<file path="config.mk">
export PLATFORM = sky130hd
export DESIGN_NAME = clkgen_cfg_i2c
export DESIGN_NICKNAME = d
export VERILOG_FILES = /design/src/rtl/clkcfg_pkg.sv /design/src/rtl/i2c_sync_detect.sv /design/src/rtl/i2c_cfg_fsm.sv /design/src/rtl/cfg_regbank.sv /design/src/rtl/clkgen_cfg_i2c.sv
export SDC_FILE = /design/constraint.sdc
export NUM_CORES = 1
export LEC_CHECK = 0
export BUFFER_PORTS_ARGS = -buffer_cell sky130_fd_sc_hd__buf_2
export CORE_UTILIZATION = 40
export CTS_BUF_LIST = sky130_fd_sc_hd__clkbuf_4
export DETAILED_ROUTE_END_ITERATION = 7
export GPL_TIMING_DRIVEN = 0
export PLACE_DENSITY = 0.59
export SLEW_MARGIN = 10
export SYNTH_ARGS = -nofsm -noshare
export SYNTH_HDL_FRONTEND = slang
export SYNTH_SLANG_ARGS = --single-unit
</file>
<file path="constraint.sdc">
create_clock -name clk_i -period 7.8 [get_ports clk_i]
set_clock_uncertainty 0.05 [all_clocks]
set_input_delay 0.78 -clock clk_i [delete_from_list [all_inputs] [get_ports clk_i]]
set_output_delay 0.78 -clock clk_i [all_outputs]
set_load 0.02 [all_outputs]
</file>
<file path="src/rtl/clkcfg_pkg.sv">
package clkcfg_pkg;

  typedef enum logic [3:0] {
    S_IDLE, S_ADDR, S_ADDR_ACK, S_CMD, S_CMD_ACK, S_CNT, S_CNT_ACK,
    S_WDAT, S_WDAT_ACK, S_RDAT, S_RDAT_ACK
  } cfg_fsm_e;

  localparam int unsigned LAST_RW = 10;  // highest writable register
  localparam int unsigned ID0_IDX = 11;
  localparam int unsigned ID1_IDX = 12;
  localparam logic [7:0]  ID0_VAL = 8'h50;
  localparam logic [7:0]  ID1_VAL = 8'h12;
  localparam int unsigned STRAP_W = 5;

  function automatic logic [7:0] reg_default(int unsigned idx);
    case (idx)
      1:       return 8'h01;
      2, 3, 4: return 8'hFF;
      5:       return 8'h93;
      default: return 8'h00;
    endcase
  endfunction

endpackage

</file>
<file path="src/rtl/i2c_sync_detect.sv">
module i2c_sync_detect #(
  parameter int unsigned SYNC_STAGES = 2
) (
  input  logic clk_i,
  input  logic rst_ni,
  input  logic scl_i,
  input  logic sda_i,
  output logic sda_o,
  output logic scl_rise_o,
  output logic scl_fall_o,
  output logic start_o,
  output logic stop_o
);
  logic [SYNC_STAGES-1:0] scl_sr, sda_sr;
  logic scl_s, sda_s, scl_d, sda_d;

  always_ff @(posedge clk_i or negedge rst_ni) begin
    if (!rst_ni) begin
      scl_sr <= '1;
      sda_sr <= '1;
      scl_d  <= 1'b1;
      sda_d  <= 1'b1;
    end else begin
      scl_sr <= {scl_sr[SYNC_STAGES-2:0], scl_i};
      sda_sr <= {sda_sr[SYNC_STAGES-2:0], sda_i};
      scl_d  <= scl_s;
      sda_d  <= sda_s;
    end
  end

  assign scl_s      = scl_sr[SYNC_STAGES-1];
  assign sda_s      = sda_sr[SYNC_STAGES-1];
  assign sda_o      = sda_s;
  assign scl_rise_o = scl_s & ~scl_d;
  assign scl_fall_o = ~scl_s & scl_d;
  assign start_o    = scl_s & scl_d & sda_d & ~sda_s;
  assign stop_o     = scl_s & scl_d & ~sda_d & sda_s;

endmodule

</file>
<file path="src/rtl/i2c_cfg_fsm.sv">
module i2c_cfg_fsm
  import clkcfg_pkg::*;
#(
  parameter logic [6:0]  SLV_ADDR = 7'h69,
  parameter int unsigned PTR_W    = 8
) (
  input  logic             clk_i,
  input  logic             rst_ni,
  input  logic             scl_rise_i,
  input  logic             scl_fall_i,
  input  logic             sda_i,
  input  logic             start_i,
  input  logic             stop_i,
  input  logic [7:0]       rd_data_i,
  output logic [PTR_W-1:0] rd_addr_o,
  output logic             wr_en_o,
  output logic [PTR_W-1:0] wr_addr_o,
  output logic [7:0]       wr_data_o,
  output logic             sda_oe_o
);
  cfg_fsm_e         state_q;
  logic [3:0]       bit_cnt_q;
  logic [7:0]       shift_q, tx_q;
  logic [PTR_W-1:0] ptr_q, ptr_inc;
  logic             rnw_q, oe_q, rx_state, byte_done;

  assign ptr_inc   = (&ptr_q) ? ptr_q : ptr_q + 1'b1;  // saturate, never wrap to 0
  assign rx_state  = (state_q == S_ADDR) || (state_q == S_CMD) ||
                     (state_q == S_CNT)  || (state_q == S_WDAT);
  assign byte_done = scl_fall_i && (bit_cnt_q == 4'd8);

  always_ff @(posedge clk_i or negedge rst_ni) begin
    if (!rst_ni) begin
      state_q   <= S_IDLE;
      bit_cnt_q <= '0;
      shift_q   <= '0;
      tx_q      <= '0;
      ptr_q     <= '0;
      rnw_q     <= 1'b0;
      oe_q      <= 1'b0;
    end else if (start_i) begin
      state_q   <= S_ADDR;
      bit_cnt_q <= '0;
      ptr_q     <= '0;
      oe_q      <= 1'b0;
    end else if (stop_i) begin
      state_q   <= S_IDLE;
      oe_q      <= 1'b0;
    end else if (rx_state) begin
      if (scl_rise_i && bit_cnt_q < 4'd8) begin
        shift_q   <= {shift_q[6:0], sda_i};
        bit_cnt_q <= bit_cnt_q + 1'b1;
      end else if (byte_done) begin
        bit_cnt_q <= '0;
        case (state_q)
          S_ADDR: begin
            if (shift_q[7:1] == SLV_ADDR) begin
              oe_q    <= 1'b1;
              rnw_q   <= shift_q[0];
              state_q <= S_ADDR_ACK;
            end else begin
              state_q <= S_IDLE;
            end
          end
          S_CMD:   begin oe_q <= 1'b1; state_q <= S_CMD_ACK; end
          S_CNT:   begin oe_q <= 1'b1; state_q <= S_CNT_ACK; end
          default: begin oe_q <= 1'b1; state_q <= S_WDAT_ACK; ptr_q <= ptr_inc; end
        endcase
      end
    end else begin
      case (state_q)
        S_ADDR_ACK, S_RDAT_ACK: begin
          if (state_q == S_RDAT_ACK && scl_rise_i && sda_i) begin
            state_q <= S_IDLE;  // master NACK
          end else if (scl_fall_i) begin
            if (state_q == S_ADDR_ACK && !rnw_q) begin
              oe_q    <= 1'b0;
              state_q <= S_CMD;
            end else begin
              tx_q      <= rd_data_i;
              oe_q      <= ~rd_data_i[7];
              bit_cnt_q <= 4'd1;
              ptr_q     <= ptr_inc;
              state_q   <= S_RDAT;
            end
          end
        end
        S_CMD_ACK:  if (scl_fall_i) begin oe_q <= 1'b0; state_q <= S_CNT;  end
        S_CNT_ACK:  if (scl_fall_i) begin oe_q <= 1'b0; state_q <= S_WDAT; end
        S_WDAT_ACK: if (scl_fall_i) begin oe_q <= 1'b0; state_q <= S_WDAT; end
        S_RDAT: begin
          if (scl_fall_i) begin
            if (bit_cnt_q == 4'd8) begin
              oe_q    <= 1'b0;
              state_q <= S_RDAT_ACK;
            end else begin
              oe_q      <= ~tx_q[6];
              tx_q      <= {tx_q[6:0], 1'b0};
              bit_cnt_q <= bit_cnt_q + 1'b1;
            end
          end
        end
        default: ;
      endcase
    end
  end

  assign wr_en_o   = (state_q == S_WDAT) && byte_done && !start_i && !stop_i;
  assign wr_addr_o = ptr_q;
  assign wr_data_o = shift_q;
  assign rd_addr_o = ptr_q;
  assign sda_oe_o  = oe_q;

  AST_STOP_IDLE: assert property (@(posedge clk_i) disable iff (!rst_ni)
    stop_i |=> state_q == S_IDLE);
  AST_START_RESTART: assert property (@(posedge clk_i) disable iff (!rst_ni)
    start_i |=> (state_q == S_ADDR && ptr_q == '0));
  AST_IDLE_NO_DRIVE: assert property (@(posedge clk_i) disable iff (!rst_ni)
    state_q == S_IDLE |-> !oe_q);
  AST_PTR_ADVANCE: assert property (@(posedge clk_i) disable iff (!rst_ni)
    wr_en_o |=> (ptr_q == PTR_W'($past(ptr_q) + 1'b1) || &$past(ptr_q)));

endmodule

</file>
<file path="src/rtl/cfg_regbank.sv">
module cfg_regbank
  import clkcfg_pkg::*;
#(
  parameter int unsigned PTR_W = 8
) (
  input  logic               clk_i,
  input  logic               rst_ni,
  input  logic [STRAP_W-1:0] strap_i,
  input  logic               wr_en_i,
  input  logic [PTR_W-1:0]   wr_addr_i,
  input  logic [7:0]         wr_data_i,
  input  logic [PTR_W-1:0]   rd_addr_i,
  output logic [7:0]         rd_data_o,
  output logic [LAST_RW:0][7:0] regs_o
);
  localparam int unsigned IDX_W = $clog2(LAST_RW + 1);

  logic [LAST_RW:0][7:0] rf_q;
  logic [STRAP_W-1:0]    strap_q;
  logic                  strap_vld_q;
  logic [7:0]            rd_base;

  always_ff @(posedge clk_i or negedge rst_ni) begin
    if (!rst_ni) begin
      for (int i = 0; i <= LAST_RW; i++) rf_q[i] <= reg_default(i);
    end else if (wr_en_i && wr_addr_i <= PTR_W'(LAST_RW)) begin
      rf_q[wr_addr_i[IDX_W-1:0]] <= wr_data_i;
    end
  end

  // straps are sampled once, in the first cycle after reset
  always_ff @(posedge clk_i or negedge rst_ni) begin
    if (!rst_ni) begin
      strap_q     <= '0;
      strap_vld_q <= 1'b0;
    end else if (!strap_vld_q) begin
      strap_q     <= strap_i;
      strap_vld_q <= 1'b1;
    end
  end

  always_comb begin
    rd_base = rf_q[rd_addr_i[IDX_W-1:0]];
    if (rd_addr_i <= PTR_W'(LAST_RW))
      rd_data_o = (rd_addr_i == PTR_W'(1)) ? {strap_q, rd_base[2:0]} : rd_base;
    else if (rd_addr_i == PTR_W'(ID0_IDX)) rd_data_o = ID0_VAL;
    else if (rd_addr_i == PTR_W'(ID1_IDX)) rd_data_o = ID1_VAL;
    else rd_data_o = 8'h00;
  end

  assign regs_o = rf_q;

  AST_STRAP_HOLD: assert property (@(posedge clk_i) disable iff (!rst_ni)
    strap_vld_q |=> $stable(strap_q));
  AST_QUIET_HOLD: assert property (@(posedge clk_i) disable iff (!rst_ni)
    !wr_en_i |=> $stable(rf_q));
  AST_RO_DISCARD: assert property (@(posedge clk_i) disable iff (!rst_ni)
    (wr_en_i && wr_addr_i > PTR_W'(LAST_RW)) |=> $stable(rf_q));

endmodule

</file>
<file path="src/rtl/clkgen_cfg_i2c.sv">
module clkgen_cfg_i2c
  import clkcfg_pkg::*;
#(
  parameter logic [6:0]  SLV_ADDR    = 7'h69,
  parameter int unsigned SYNC_STAGES = 2,
  parameter int unsigned PTR_W       = 8
) (
  input  logic               clk_i,
  input  logic               rst_ni,
  input  logic               scl_i,
  input  logic               sda_i,
  output logic               sda_oe_o,
  input  logic [STRAP_W-1:0] strap_fs_i,
  output logic [7:0]         freq_sel_o,
  output logic [2:0]         ss_cfg_o,
  output logic [23:0]        clk_en_o,
  output logic [1:0]         cpu_en_o,
  output logic [2:0]         skew_sdram_o,
  output logic [2:0]         skew_3v66_o,
  output logic [39:0]        mn_cfg_o
);
  logic             sda_s, scl_rise, scl_fall, start, stop, wr_en;
  logic [PTR_W-1:0] wr_addr, rd_addr;
  logic [7:0]       wr_data, rd_data;
  logic [LAST_RW:0][7:0] regs;

  i2c_sync_detect #(.SYNC_STAGES(SYNC_STAGES)) i_sync (
    .clk_i, .rst_ni, .scl_i, .sda_i,
    .sda_o(sda_s), .scl_rise_o(scl_rise), .scl_fall_o(scl_fall),
    .start_o(start), .stop_o(stop)
  );

  i2c_cfg_fsm #(.SLV_ADDR(SLV_ADDR), .PTR_W(PTR_W)) i_fsm (
    .clk_i, .rst_ni,
    .scl_rise_i(scl_rise), .scl_fall_i(scl_fall), .sda_i(sda_s),
    .start_i(start), .stop_i(stop),
    .rd_data_i(rd_data), .rd_addr_o(rd_addr),
    .wr_en_o(wr_en), .wr_addr_o(wr_addr), .wr_data_o(wr_data),
    .sda_oe_o
  );

  cfg_regbank #(.PTR_W(PTR_W)) i_regs (
    .clk_i, .rst_ni, .strap_i(strap_fs_i),
    .wr_en_i(wr_en), .wr_addr_i(wr_addr), .wr_data_i(wr_data),
    .rd_addr_i(rd_addr), .rd_data_o(rd_data), .regs_o(regs)
  );

  assign freq_sel_o   = regs[0];
  assign ss_cfg_o     = regs[1][2:0];
  assign clk_en_o     = {regs[4], regs[3], regs[2]};
  assign skew_sdram_o = regs[5][7:5];
  assign skew_3v66_o  = regs[5][4:2];
  assign cpu_en_o     = regs[5][1:0];
  assign mn_cfg_o     = {regs[10], regs[9], regs[8], regs[7], regs[6]};

endmodule

</file>
==> metrics.csv, run 1 <==
metric,value,unit
drt_wl_total,19.24,mm
fraction_of_layout_instances_using_a_drive_strength_above_1,50.66,%
placement.cell_area,8215,um^2
first_pass_iters,7,
layout.cells.most_common,buf_2,
synth_async_sr_flop_share,100.0,%
start_kind,register,
report.power.total,1.950,mW
yosysWarningCount,0,
design.die.area,19140,um^2
post-route-min-period,3.597,ns
crit_required,8.20,ns
endpoint,i_regs.regs_o[11]$_DFFE_PN0P_,
grt_util_all_layers,21.06,%
synth_edf_count,0,
violations_in_the_final_reports,DRC,
pin_count,93,
h-tree-depth,4,
clockRootBuffer,clkbuf_4,
rr_startpoint,i_fsm.rd_addr_o[1]$_DFFE_PN0P_,
globalplace.congestion,0.8876,
syn_nets,648,
pin_count_of_the_biggest_net_entering_global_routing,80,
holdBufCountCts,0,
floorplan.initialDensity,41.11,%
critical-path-slowest-cell,nor4_4,
clkSlewWorstSetupHoldPaths,0.13,ns
max_cap_check_violation_count,0,
routed_via_density,5.346,
drv_slew,0,
fin_hold_ws,0.1250,ns
die_h,138.3,um
setup.worst_path.end_class,register,
placement.setup.worst_slack,4.229,ns
dpl.hpwl,13.61,mm
critical_path.cell_chain,clkbuf_1 > buf_2 > buf_2 > inv_1 > ha_1 > buf_2 > or3b_2 > nor4_4 > mux2_2,
worstSkewPairLatency,0.55,ns
leakage,4.258,nW
worstSetupStartpoint,i_fsm.rd_addr_o[1]$_DFFE_PN0P_,
cts_sinks,133,
layout.nets,760,
n_fill_cell,1652,
die_w,138.3,um
worst_slew_margin_rel,40.43,%
synthCells,633,
hold_path_class,in2async,
drt.antenna.violating_nets,0,
fin_area,8527,um^2
cts_resized,0,
detailroute.via_count,5282,
rsz0062_at_grt,false,
postLayoutCoreUtil,47.15,%
synth.avg_cell_area,11.75,um^2
final_hold_viol_count,0,
run_status,"complete, but fails checks",
finish.cell_count_without_fillers,988,
antenna_found_initial,1,
critical_path_arrival,4.00,ns
largest_stage_delay_on_the_critical_path,0.82,ns
numCtsBuffers,17,
ir_drop_worst_vdd,86.58,uV
postSynth.topFlopCell,dfrtp_1,
final_min_period_over_clock_period,46.11,%
critical_path.reg2reg.endpoint,i_regs.regs_o[11]$_DFFE_PN0P_,
most-common-layout-cells,"buf_2 (99), dfrtp_1 (98), buf_4 (87)",
fmaxAchievable,278.0,MHz
drc_markers,9,
cts_setup_buffers,0,
final.setup.worst_slack,4.203,ns
synthDistinctLibCells,71,
report.final.setup_viol,0,
design.core.area,18090,um^2
yosysSeqAreaShare,45.36,%
mappedNetlistArea,7435,um^2
reg2reg_slack,4.20,ns
congestion_overflow_gr,0,
area_growth_syn_to_layout,14.69,%
dr.first_iter.drc_count,426,
dp_cells,955,
power_density_over_the_cells,228.6,nW/um^2
grt_pass1_wl,30.65,mm
first_global_vias,5257,
worst_slew_pin_slew,0.8870,ns
totalNegativeSetupSlack,0,ns
placementRows,49,
synth.ff_latch_count,133,
reg2reg_depth,9,
crit_path_max_fanout,10,
io_buffer_count,92,
tritoncts,done,
timing.critical_path.mode_cell,buf_2,
worstSetupPathType,reg2reg,
wire_per_inst,19.48,um
clk_path_buf_depth,2,
==> metal layers <==
metal	GRT usage [%]	up-vias	part of all wire [%]
met4	6.682	0	2.0
met2	31.93	184	46
met5	0	-	0
li1	-	2432	-
met1	29.84	2642	46
met3	4.780	24	5.7
==> synth_stat cells, types with 2 or more instances <==
| cell | n | area (um^2) |
|---|---|---|
| a211o_1 | 2 | 17.52 |
| a21oi_1 | 32 | 160.2 |
| a221oi_1 | 3 | 26.28 |
| a22o_1 | 3 | 26.28 |
| a22oi_1 | 3 | 22.52 |
| a31oi_1 | 5 | 31.28 |
| and3_1 | 3 | 18.77 |
| and3b_1 | 2 | 17.52 |
| buf_2 | 8 | 40.04 |
| buf_4 | 87 | 653.1 |
| clkbuf_1 | 21 | 78.83 |
| dfrtp_1 | 98 | 2452 |
| dfstp_2 | 35 | 919.6 |
| ha_1 | 6 | 75.07 |
| inv_1 | 9 | 33.78 |
| mux2_1 | 6 | 67.56 |
| mux2_2 | 65 | 732.0 |
| mux2_4 | 32 | 480.5 |
| mux2i_1 | 13 | 130.1 |
| mux4_2 | 14 | 315.3 |
| nand2_1 | 37 | 138.9 |
| nand2_4 | 4 | 45.04 |
| nand2b_1 | 9 | 56.30 |
| nand3_1 | 10 | 50.05 |
| nand3b_1 | 3 | 22.52 |
| nor2_1 | 22 | 82.58 |
| nor2b_1 | 4 | 25.02 |
| nor3_1 | 6 | 30.03 |
| nor3_2 | 2 | 20.02 |
| nor4_1 | 3 | 18.77 |
| o211ai_1 | 3 | 22.52 |
| o21a_1 | 3 | 22.52 |
| o21ai_0 | 27 | 135.1 |
| o21ai_1 | 2 | 10.01 |
| o22ai_1 | 4 | 25.02 |
| o31ai_1 | 5 | 37.54 |
| o32a_1 | 2 | 20.02 |
| o41ai_1 | 2 | 17.52 |
| or3_1 | 5 | 31.28 |
| or4_1 | 2 | 15.01 |
==> report_power, final <==
part	leakage, nW	internal, mW	switching [mW]	total, mW
Combinational	2.41	0.224	0.422	0.646
Sequential	1.69	0.743	0.0532	0.796
Clock	0.157	0.229	0.278	0.507
==> cells by family (layout without fill, tap and decap cells) <==
kind of cell / after synthesis / in the layout / synth area share [%]
AO/OA/AOI/OAI: 108 / 108 / 9.391
adder cells (fa/ha/maj): 6 / 6 / 1.010
buffers and inverters: 126 / 251 / 10.89
flip-flops: 133 / 133 / 45.36
multiplexers: 130 / 130 / 23.21
other: 1 / 2 / 0.05044
AND/OR/NAND/NOR: 129 / 129 / 10.10
==> how the worst min path moves through the flow <==
stage | from | to | slack, ns | cells past startpoint
floorplan | i_sync.scl_sr[0]$_DFF_PN1_ | i_sync.scl_sr[1]$_DFF_PN1_ | 0.30 | 0
global placement | i_sync.sda_sr[0]$_DFF_PN1_ | i_sync.sda_sr[1]$_DFF_PN1_ | 0.30 | 0
detailed placement | i_sync.sda_sr[0]$_DFF_PN1_ | i_sync.sda_sr[1]$_DFF_PN1_ | 0.30 | 0
CTS | rst_ni | i_fsm.bit_cnt_q[3]$_DFFE_PN0P_ | 0.11 | 1
global route | rst_ni | i_fsm.bit_cnt_q[3]$_DFFE_PN0P_ | 0.11 | 1
finish | rst_ni | i_fsm.bit_cnt_q[3]$_DFFE_PN0P_ | 0.12 | 1
==> registers in the layout (all words and copies together), names as in the netlist <==
register / cells
i_fsm.rd_addr_o: 8
i_sync.scl_d: 1
i_regs.strap_vld_q: 1
i_fsm.wr_data_o: 8
i_regs.strap_q: 5
i_fsm.tx_q: 7
i_sync.sda_d: 1
i_fsm.bit_cnt_q: 4
i_fsm.rnw_q: 1
i_sync.sda_sr: 2
i_sync.scl_sr: 2
i_fsm.state_q: 4
i_regs.regs_o: 88
i_fsm.sda_oe_o: 1
==> area by class of cell <==
| class | count | area [um^2] | share of cell area (%) |
|---|---|---|---|
| sequential | 133 | 3372 | 39.55 |
| inverter | 10 | 37.54 | 0.4402 |
| multi-input combinational | 374 | 3253 | 38.15 |
| clock inverter | 14 | 173.9 | 2.040 |
| buffer | 116 | 772.0 | 9.054 |
| antenna | 1 | 2.502 | 0.02935 |
| timing repair buffer | 93 | 494.2 | 5.796 |
| clock buffer | 18 | 135.1 | 1.585 |
| tap | 229 | 286.5 | 3.360 |
==> critical path: cells and delay by family (launching register included) <==
kind | cells | cell delay, ns
multiplexers | 1 | 0.42
buffers and inverters | 5 | 1.09
flip-flops | 1 | 0.43
AND/OR/NAND/NOR | 2 | 1.36
adder cells (fa/ha/maj) | 1 | 0.14
Power figures use the tool's default switching activity.
==> run 2: changes to the inputs <==
clock period = 3.7 ns   (was 7.8 ns; I/O delays follow)
==> metrics.csv, run 2 (same netlist as run 1, synthesis figures left out) <==
metric,value,unit,change
run_status,"complete, but fails checks",,
violations_in_the_final_reports,DRC,,
worst_slew_pin_slew,0.8828,ns,-0.004165 ns
fin_hold_ws,0.2838,ns,+0.1589 ns
worst_slew_margin_rel,40.71,%,+0.28 points
clkSlewWorstSetupHoldPaths,0.13,ns,about the same
rr_startpoint,i_fsm.rd_addr_o[1]$_DFFE_PN0P_,,
drt.antenna.violating_nets,0,,unchanged
power_density_over_the_cells,478.6,nW/um^2,+110%
numCtsBuffers,17,,unchanged
totalNegativeSetupSlack,0,ns,unchanged
worstSetupPathType,reg2reg,,
drv_slew,0,,unchanged
drc_markers,9,,unchanged
n_fill_cell,1645,,-0.42%
grt_util_all_layers,21.12,%,+0.068 points
fmaxAchievable,277.2,MHz,-0.32%
routed_via_density,5.336,,-0.18%
clockRootBuffer,clkbuf_4,,
leakage,4.292,nW,+0.78%
reg2reg_slack,0.09,ns,-4.11 ns
final_min_period_over_clock_period,97.52,%,+51 points
pin_count,93,,unchanged
critical_path.cell_chain,clkbuf_1 > buf_2 > buf_2 > inv_1 > ha_1 > buf_2 > or3b_2 > nor4_4 > mux2_2,,
post-route-min-period,3.608,ns,+0.01137 ns
layout.nets,768,,+1.1%
holdBufCountCts,8,,+8
antenna_found_initial,1,,unchanged
final_hold_viol_count,0,,unchanged
hold_path_class,in2async,,
ir_drop_worst_vdd,182.5,uV,+110%
critical_path.reg2reg.endpoint,i_regs.regs_o[11]$_DFFE_PN0P_,,
critical_path_arrival,4.01,ns,about the same
largest_stage_delay_on_the_critical_path,0.82,ns,about the same
die_h,138.3,um,unchanged
h-tree-depth,4,,unchanged
dr.first_iter.drc_count,417,,-2.1%
dpl.hpwl,13.61,mm,unchanged
io_buffer_count,92,,unchanged
wire_per_inst,19.41,um,-0.32%
cts_resized,0,,unchanged
first_global_vias,5313,,+1.1%
reg2reg_depth,9,,unchanged
timing.critical_path.mode_cell,buf_2,,
start_kind,register,,
congestion_overflow_gr,0,,unchanged
fraction_of_layout_instances_using_a_drive_strength_above_1,50.13,%,-0.53 points
setup.worst_path.end_class,register,,
crit_required,4.10,ns,-4.10 ns
first_pass_iters,7,,unchanged
area_growth_syn_to_layout,15.77,%,
globalplace.congestion,0.8876,,unchanged
pin_count_of_the_biggest_net_entering_global_routing,80,,unchanged
cts_setup_buffers,0,,unchanged
floorplan.initialDensity,41.11,%,unchanged
dp_cells,955,,unchanged
critical-path-slowest-cell,nor4_4,,
rsz0062_at_grt,false,,
layout.cells.most_common,buf_2,,
max_cap_check_violation_count,0,,unchanged
drt_wl_total,19.34,mm,+0.48%
report.final.setup_viol,0,,unchanged
die_w,138.3,um,unchanged
grt_pass1_wl,30.77,mm,+0.39%
tritoncts,done,,
placement.setup.worst_slack,0.1292,ns,-4.100 ns
design.core.area,18090,um^2,unchanged
placementRows,49,,unchanged
design.die.area,19140,um^2,unchanged
largest_register_ffs,88,,unchanged
clk_path_buf_depth,2,,unchanged
most-common-layout-cells,"buf_2 (99), dfrtp_1 (98), buf_4 (87)",,
finish.cell_count_without_fillers,996,,+0.81%
final.setup.worst_slack,0.09188,ns,-4.111 ns
detailroute.via_count,5315,,+0.62%
crit_path_max_fanout,10,,unchanged
postLayoutCoreUtil,47.59,%,+0.44 points
cts_sinks,133,,unchanged
worstSkewPairLatency,0.56,ns,about the same
run 2: changes by cell type in the layout (fill, tap and decap cells not counted):
cell | previous run | this run
dlygate4sd3_1 | 0 | 8
run 2: per-layer routing:
metal / vias to the layer above / routed length (um) / track usage [%]
met3: 25 / 1110 / 4.780
met2: 186 / 8870 / 32.06
li1: 2445 / - / -
met5: - / 0 / 0
met4: 0 / 403 / 6.742
met1: 2659 / 8950 / 29.91
run 2: critical path: cells and delay by family (launching register included):
| kind | cells | cell delay (ns) |
|---|---|---|
| simple gates | 2 | 1.36 |
| buf+inv | 5 | 1.10 |
| flops | 1 | 0.43 |
| mux | 1 | 0.42 |
| fa+ha+maj | 1 | 0.14 |
run 2: worst max-delay path by stage:
stage,startpoint,end,slack (ns),cells past startpoint
2_1_floorplan,i_fsm.rd_addr_o[1]$_DFFE_PN0P_,i_regs.regs_o[10]$_DFFE_PN0P_,0.88,9
3_3_place_gp,i_fsm.rd_addr_o[1]$_DFFE_PN0P_,i_regs.regs_o[11]$_DFFE_PN0P_,0.17,9
3_5_place_dp,i_fsm.rd_addr_o[1]$_DFFE_PN0P_,i_regs.regs_o[11]$_DFFE_PN0P_,0.13,9
4_1_cts,i_fsm.rd_addr_o[1]$_DFFE_PN0P_,i_regs.regs_o[11]$_DFFE_PN0P_,0.11,9
5_1_grt,i_fsm.rd_addr_o[1]$_DFFE_PN0P_,i_regs.regs_o[14]$_DFFE_PN0P_,0.0005,9
6_report,i_fsm.rd_addr_o[1]$_DFFE_PN0P_,i_regs.regs_o[11]$_DFFE_PN0P_,0.09,9
run 2: report_power, final:
group	switching (mW)	total, mW	internal, mW
Sequential	0.112	1.68	1.57
Combinational	0.888	1.37	0.478
Clock	0.592	1.07	0.482
run 2: final cells by class:
cell class	instances	area, um^2	area share (%)
plain buffers	116	772.0	8.969
flip-flops and latches	133	3372	39.18
clock buffers	18	135.1	1.570
diodes	1	2.502	0.02907
repair buffers	101	574.3	6.672
well taps	229	286.5	3.329
clock inverters	14	173.9	2.021
multi-input cells	374	3253	37.80
inverters	10	37.54	0.4361
run 2: stage by stage:
step / cell area [um^2] / power, mW
5_1_grt: 8607 / 4.356
6_report: 8607 / 4.119
2_1_floorplan: 7435 / 2.644
3_3_place_gp: 8182 / 3.034
3_5_place_dp: 8215 / 3.051
4_1_cts: 8605 / 4.132
